<file path="src/rtl/brs_pkg.sv">
package brs_pkg;
  typedef enum logic [1:0] {
    ST_IDLE = 2'd0,
    ST_RD   = 2'd1,
    ST_WR   = 2'd2
  } brs_state_e;
endpackage

</file>
<file path="src/rtl/level_clamp.sv">
module level_clamp #(
  parameter int PIX_W = 8
) (
  input  logic [PIX_W-1:0]      req_level,
  input  logic [PIX_W-1:0]      cur_level,
  output logic [PIX_W-1:0]      clamped,
  output logic signed [PIX_W:0] offset
);
  always_comb begin
    clamped = (req_level == '0) ? PIX_W'(1) : req_level;
    offset  = $signed({1'b0, clamped}) - $signed({1'b0, cur_level});
  end
endmodule

</file>
<file path="src/rtl/pixel_adjust.sv">
module pixel_adjust #(
  parameter int PIX_W = 8
) (
  input  logic [PIX_W-1:0]      old_val,
  input  logic signed [PIX_W:0] offset,
  output logic [PIX_W-1:0]      new_val
);
  localparam logic signed [PIX_W+1:0] MAX_S = $signed({2'b00, {PIX_W{1'b1}}});
  localparam logic signed [PIX_W+1:0] ONE_S = $signed({{(PIX_W+1){1'b0}}, 1'b1});

  logic signed [PIX_W+1:0] sum;

  always_comb begin
    sum = $signed({2'b00, old_val}) + $signed({offset[PIX_W], offset});
    if (old_val == '0)      new_val = '0;
    else if (sum < ONE_S)   new_val = PIX_W'(1);
    else if (sum > MAX_S)   new_val = {PIX_W{1'b1}};
    else                    new_val = sum[PIX_W-1:0];
  end
endmodule

</file>
<file path="src/rtl/rescale_ctrl.sv">
module rescale_ctrl
  import brs_pkg::*;
#(
  parameter int PIX_COUNT = 16,
  parameter int PIX_W     = 8,
  localparam int AW       = (PIX_COUNT > 1) ? $clog2(PIX_COUNT) : 1
) (
  input  logic                  clk,
  input  logic                  rst,
  input  logic                  req_valid,
  input  logic [PIX_W-1:0]      clamped,
  input  logic signed [PIX_W:0] offset_in,
  output logic [PIX_W-1:0]      level,
  output logic signed [PIX_W:0] offset_q,
  output logic                  busy,
  output logic                  done,
  output logic [AW-1:0]         addr,
  output logic                  rd_en,
  output logic                  wr_en
);
  localparam logic [AW-1:0] LAST = AW'(PIX_COUNT - 1);

  brs_state_e state;

  always_ff @(posedge clk) begin
    if (rst) begin
      state    <= ST_IDLE;
      level    <= {PIX_W{1'b1}};
      offset_q <= '0;
      addr     <= '0;
      done     <= 1'b0;
    end else begin
      done <= 1'b0;
      unique case (state)
        ST_IDLE: if (req_valid) begin
          level    <= clamped;
          offset_q <= offset_in;
          addr     <= '0;
          state    <= ST_RD;
        end
        ST_RD: state <= ST_WR;
        ST_WR: begin
          if (addr == LAST) begin
            state <= ST_IDLE;
            done  <= 1'b1;
          end else begin
            addr  <= addr + AW'(1);
            state <= ST_RD;
          end
        end
        default: state <= ST_IDLE;
      endcase
    end
  end

  assign busy  = (state != ST_IDLE);
  assign rd_en = (state == ST_RD);
  assign wr_en = (state == ST_WR);


  done_single_chk: assert property (@(posedge clk) disable iff (rst)
    done |=> !done);


  level_hold_busy_chk: assert property (@(posedge clk) disable iff (rst)
    busy |=> $stable(level));


  rd_then_wr_chk: assert property (@(posedge clk) disable iff (rst)
    rd_en |=> (wr_en && $stable(addr)));


  level_nonzero_chk: assert property (@(posedge clk) disable iff (rst)
    level != '0);
endmodule

</file>
<file path="src/rtl/brightness_rescaler.sv">
module brightness_rescaler #(
  parameter int PIX_COUNT = 16,
  parameter int PIX_W     = 8,
  localparam int AW       = (PIX_COUNT > 1) ? $clog2(PIX_COUNT) : 1
) (
  input  logic             clk,
  input  logic             rst,
  input  logic             req_valid,
  input  logic [PIX_W-1:0] req_level,
  output logic             busy,
  output logic             done,
  output logic [PIX_W-1:0] level,
  output logic [AW-1:0]    fb_addr,
  output logic             fb_rd_en,
  input  logic [PIX_W-1:0] fb_rd_data,
  output logic             fb_wr_en,
  output logic [PIX_W-1:0] fb_wr_data
);
  logic [PIX_W-1:0]      clamped;
  logic signed [PIX_W:0] offset_c;
  logic signed [PIX_W:0] offset_q;

  level_clamp #(.PIX_W(PIX_W)) u_clamp (
    .req_level (req_level),
    .cur_level (level),
    .clamped   (clamped),
    .offset    (offset_c)
  );

  rescale_ctrl #(.PIX_COUNT(PIX_COUNT), .PIX_W(PIX_W)) u_ctrl (
    .clk       (clk),
    .rst       (rst),
    .req_valid (req_valid),
    .clamped   (clamped),
    .offset_in (offset_c),
    .level     (level),
    .offset_q  (offset_q),
    .busy      (busy),
    .done      (done),
    .addr      (fb_addr),
    .rd_en     (fb_rd_en),
    .wr_en     (fb_wr_en)
  );

  pixel_adjust #(.PIX_W(PIX_W)) u_adj (
    .old_val (fb_rd_data),
    .offset  (offset_q),
    .new_val (fb_wr_data)
  );


  dark_stays_dark_chk: assert property (@(posedge clk) disable iff (rst)
    (fb_wr_en && fb_rd_data == '0) |-> (fb_wr_data == '0));


  lit_stays_lit_chk: assert property (@(posedge clk) disable iff (rst)
    (fb_wr_en && fb_rd_data != '0) |-> (fb_wr_data != '0));


  rd_wr_excl_chk: assert property (@(posedge clk) disable iff (rst)
    !(fb_rd_en && fb_wr_en));
endmodule

</file>
<file path="config.mk">
export PLATFORM = sky130hd
export DESIGN_NAME = brightness_rescaler
export DESIGN_NICKNAME = d
export VERILOG_FILES = /design/src/rtl/brs_pkg.sv /design/src/rtl/level_clamp.sv /design/src/rtl/pixel_adjust.sv /design/src/rtl/rescale_ctrl.sv /design/src/rtl/brightness_rescaler.sv
export SDC_FILE = /design/constraint.sdc
export NUM_CORES = 1
export LEC_CHECK = 0
export CAP_MARGIN = 20
export CORE_ASPECT_RATIO = 1.4
export CORE_UTILIZATION = 29
export DETAILED_ROUTE_END_ITERATION = 8
export PLACE_DENSITY_LB_ADDON = 0.25
export SYNTH_ARGS = -nofsm -noshare
export SYNTH_HDL_FRONTEND = slang
export SYNTH_SLANG_ARGS = --single-unit
</file>
<file path="constraint.sdc">
create_clock -name clk -period 4.3 [get_ports clk]
set_input_delay 1.29 -clock clk [delete_from_list [all_inputs] [get_ports clk]]
set_output_delay 1.29 -clock clk [all_outputs]
set_load 0.02 [all_outputs]
</file>
==> flow_summary.rst <==
.. list-table::
   :header-rows: 1

   * - Metric
     - Value
   * - Boundary Pins
     - 43
   * - Transition at the pin with the smallest max-transition slack
     - 0.839 ns
   * - Upper clock frequency limit
     - 228 MHz
   * - Height of the chip
     - 93.3 um
   * - Total overflow reported by the global router
     - 0
   * - Worst vdd rail ir drop
     - 0.000164 V
   * - Antenna cells
     - 0
   * - Flop pwr share
     - 26.3%
   * - Post-synthesis sequential element count
     - 24
   * - Final Net Count
     - 318
   * - Post-route cell area
     - 2720 um2
   * - Via count of the first global-routing pass
     - 1,709
   * - Die Span X
     - 67.2 um
   * - Mapped Nets
     - 252
   * - Post-layout total power
     - 983 uW
   * - P per Cell Area
     - 362 nW/um2
   * - TritonCTS clock tree
     - done
   * - Post-CTS clock slew at the launch and capture registers of the worst setup and hold paths
     - 0.09 ns
   * - TritonCTS Buffers
     - 3
   * - Required time reported for the critical path endpoint
     - 3.01 ns
   * - Mean area per synthesized cell
     - 8.07 um2
   * - Drc violations
     - 0
   * - Fraction of final layout cells with drive strength greater than 1
     - 30.5%
   * - Time the worst path needs with I/O delays and setup
     - 4.39 ns
   * - Wire length of the first global-routing pass
     - 7740 um
   * - Maximum count of clock buffers along a single path
     - 2
   * - Half-perimeter wire length after placement
     - 3290 um
   * - Pint
     - 632 uW
   * - Worst min path class
     - flop to flop
   * - Clock latency of the later-clocked register in the worst-skew pair
     - 0.27 ns
   * - Static power due to leakage
     - 1.13 nW
   * - Startpoint-to-endpoint class of the critical path
     - input pin to output pin
   * - Register area share after synthesis
     - 27.8%
   * - Count of cell types in the netlist
     - 44
   * - Mapped cell area
     - 1730 um2
   * - Antenna Violating Nets Remaining
     - 0
   * - Hold-fix buffer count after cts
     - 0
   * - Post-synth ARST share
     - 0%
   * - Final setup slack of the worst path
     - -0.0901 ns
   * - Cell count after synthesis
     - 214
   * - Cell area after placement
     - 2360 um2
   * - Count of synthesis-stage warnings from yosys
     - 0
   * - Number of setup violations in the final report
     - 8
   * - # port buffers
     - 42
   * - Maximum level of the CTS H-tree
     - 1
   * - Clock Power Share
     - 20.2%
   * - Worst relative slew slack
     - 44.1%
   * - Maximum number of pins on one net before global-route repair
     - 25
   * - Number of enable-type register cells in the synthesized netlist
     - 0
   * - Final number of max-transition violations
     - 0
   * - Starting utilization of the core area
     - 30.8%
   * - Vias after detailed routing
     - 1,741
   * - Site row count
     - 32
   * - Ratio of final minimum period to clock period
     - 102%
   * - Die area
     - 6280 um2
   * - Failing checks
     - negative setup slack
   * - RSZ-0062 raised after global routing
     - true
   * - Last weighted congestion value of the routability-driven placer
     - 0.782
   * - Number of hold-slack violations in the final timing report
     - 0
   * - Number of antenna violations at the first check in global routing
     - 0
   * - Core Area
     - 5610 um2
   * - Clk_skew
     - 0.00652 ns
   * - Average via count per standard cell
     - 5.02
   * - Reported max-cap violation count
     - 0
   * - Switching share of total power
     - 35.7%
   * - Switching power total
     - 351 uW
   * - Critical path fanouts, max
     - 5
   * - Wire per inst
     - 13.4 um
   * - GR Util All Layers
     - 15.9%
   * - Aggregate routed wire length
     - 4640 um
   * - Run status
     - complete, but fails checks
   * - Iteration count of the initial detailed-routing pass
     - 4
   * - Master cell of the clock root buffer
     - sky130_fd_sc_hd__clkbuf_8
   * - Detailed router's first-iteration violation count
     - 50
   * - Data arrival time of the critical path
     - 3.10 ns
   * - Post-synth top flop
     - sky130_fd_sc_hd__dfxtp_1
   * - Setup crit end kind
     - output pin
   * - Startpoint type of the worst setup path
     - input pin
   * - Layout area overhead
     - 57.1%
   * - Fraction of power consumed by combinational cells
     - 53.5%
   * - Clk sinks
     - 24
==> stage by stage <==
step	util [%]	cells	hold WS [ns]	setup slack (ns)	setup TNS, ns
detailed placement	42.2	334	0.454	-0.993	-7.67
CTS	46.2	345	0.495	-0.0326	-0.0326
floorplan	-	214	0.436	0.00518	0
global placement	42.2	334	0.450	-0.947	-7.38
finish	48.4	347	0.489	-0.0901	-0.498
global route	48.4	347	0.525	-0.178	-0.996
==> placed cells by master, fill, tap and decap left out, types with 7 or more instances in the layout <==
cell type,instances
sky130_fd_sc_hd__a21oi_1,11
sky130_fd_sc_hd__buf_4,32
sky130_fd_sc_hd__buf_6,8
sky130_fd_sc_hd__clkdlybuf4s50_1,27
sky130_fd_sc_hd__dfxtp_1,24
sky130_fd_sc_hd__ha_1,10
sky130_fd_sc_hd__ha_4,7
sky130_fd_sc_hd__inv_1,15
sky130_fd_sc_hd__nand2_1,24
sky130_fd_sc_hd__nor2_1,13
sky130_fd_sc_hd__nor3_1,7
sky130_fd_sc_hd__o211ai_1,9
==> power by group through the flow <==
| stage | Clock, mW | Combinational, mW | Sequential (mW) |
|---|---|---|---|
| 2_1_floorplan | 0 | 0.241 | 0.265 |
| 3_3_place_gp | 0 | 0.419 | 0.259 |
| 3_5_place_dp | 0 | 0.421 | 0.259 |
| 4_1_cts | 0.206 | 0.449 | 0.258 |
| 5_1_grt | 0.217 | 0.571 | 0.262 |
| 6_report | 0.199 | 0.526 | 0.258 |
==> state kept, by name (all words and copies together) (netlist names) <==
signal,cells
u_ctrl.addr,4
u_ctrl.done,1
u_ctrl.level,8
u_ctrl.offset_q,9
u_ctrl.state,2
==> logic make-up (layout without fill, tap and decap cells) <==
family,count (synthesis),after routing,share of synthesized area [%]
compound gates,54,54,23.7
xor+xnor,12,12,6.08
fa+ha+maj,19,19,14.6
buf+inv,28,93,6.08
flops,24,24,27.8
simple gates,77,77,21.7
==> worst paths after layout <==
path,slack (ns),from,to,cells past startpoint
hold reg to reg,0.49,u_ctrl.addr[1],u_ctrl.addr[1],2
setup reg to reg,2.18,u_ctrl.level[0],u_ctrl.offset_q[6],8
setup / recovery,-0.09,fb_rd_data[4],fb_wr_data[0],11
hold / removal,0.49,u_ctrl.addr[1],u_ctrl.addr[1],2
==> area by class of cell <==
type / count / area (um2)
well taps: 68 / 85.1
clock inverters: 1 / 30.0
fillers: 544 / 2890
flip-flops and latches: 24 / 480
clock buffers: 3 / 41.3
inverters: 16 / 62.6
repair buffers: 73 / 647
multi-input cells: 162 / 1370
==> synthesized netlist by cell type, types with 2 or more instances <==
library cell / number / area, um2
sky130_fd_sc_hd__dfxtp_1: 24 / 480
sky130_fd_sc_hd__nand2_1: 24 / 90.1
sky130_fd_sc_hd__ha_1: 17 / 213
sky130_fd_sc_hd__a21oi_1: 16 / 80.1
sky130_fd_sc_hd__nor2_1: 16 / 60.1
sky130_fd_sc_hd__inv_1: 15 / 56.3
sky130_fd_sc_hd__clkbuf_1: 12 / 45.0
sky130_fd_sc_hd__o211ai_1: 9 / 67.6
sky130_fd_sc_hd__nor3_1: 8 / 40.0
sky130_fd_sc_hd__xor2_1: 7 / 61.3
sky130_fd_sc_hd__nand3_1: 6 / 30.0
sky130_fd_sc_hd__a211oi_1: 5 / 37.5
sky130_fd_sc_hd__nor2b_1: 5 / 31.3
sky130_fd_sc_hd__o21ai_1: 5 / 25.0
sky130_fd_sc_hd__xnor2_1: 5 / 43.8
sky130_fd_sc_hd__nor4_1: 4 / 25.0
sky130_fd_sc_hd__nor3b_1: 3 / 22.5
sky130_fd_sc_hd__and2_1: 2 / 12.5
sky130_fd_sc_hd__fa_1: 2 / 40.0
sky130_fd_sc_hd__nand4_1: 2 / 12.5
sky130_fd_sc_hd__o2111ai_1: 2 / 17.5
sky130_fd_sc_hd__o21ai_0: 2 / 10.0
sky130_fd_sc_hd__o21ai_2: 2 / 17.5
==> critical path: stages <==
cell	delay, ns
sky130_fd_sc_hd__buf_8	0.10
sky130_fd_sc_hd__ha_4	0.23
sky130_fd_sc_hd__a2111oi_4	0.37
sky130_fd_sc_hd__buf_4	0.18
sky130_fd_sc_hd__o21ai_4	0.06
sky130_fd_sc_hd__a311oi_2	0.29
sky130_fd_sc_hd__buf_4	0.19
sky130_fd_sc_hd__buf_4	0.11
sky130_fd_sc_hd__o31ai_2	0.06
sky130_fd_sc_hd__o21ai_2	0.08
sky130_fd_sc_hd__buf_6	0.13
==> routing by layer <==
metal  share of wire, %  GRT usage (%)  vias to the layer above
met5                  0              0                        -
met4                3.3           7.09                        0
met3                3.6           1.71                       13
met2                 54           29.4                       49
met1                 39           17.4                      790
li1                   -              -                      889
==> what timing repair did <==
| item | in CTS | in global routing |
|---|---|---|
| endpoints found under the setup margin | 8 | 8 |
| gates resized for setup | 85 | 29 |
| pin swaps | 20 | 7 |
| buffers inserted | 7 | 2 |
No activity file was read; power rests on OpenSTA's default activity.
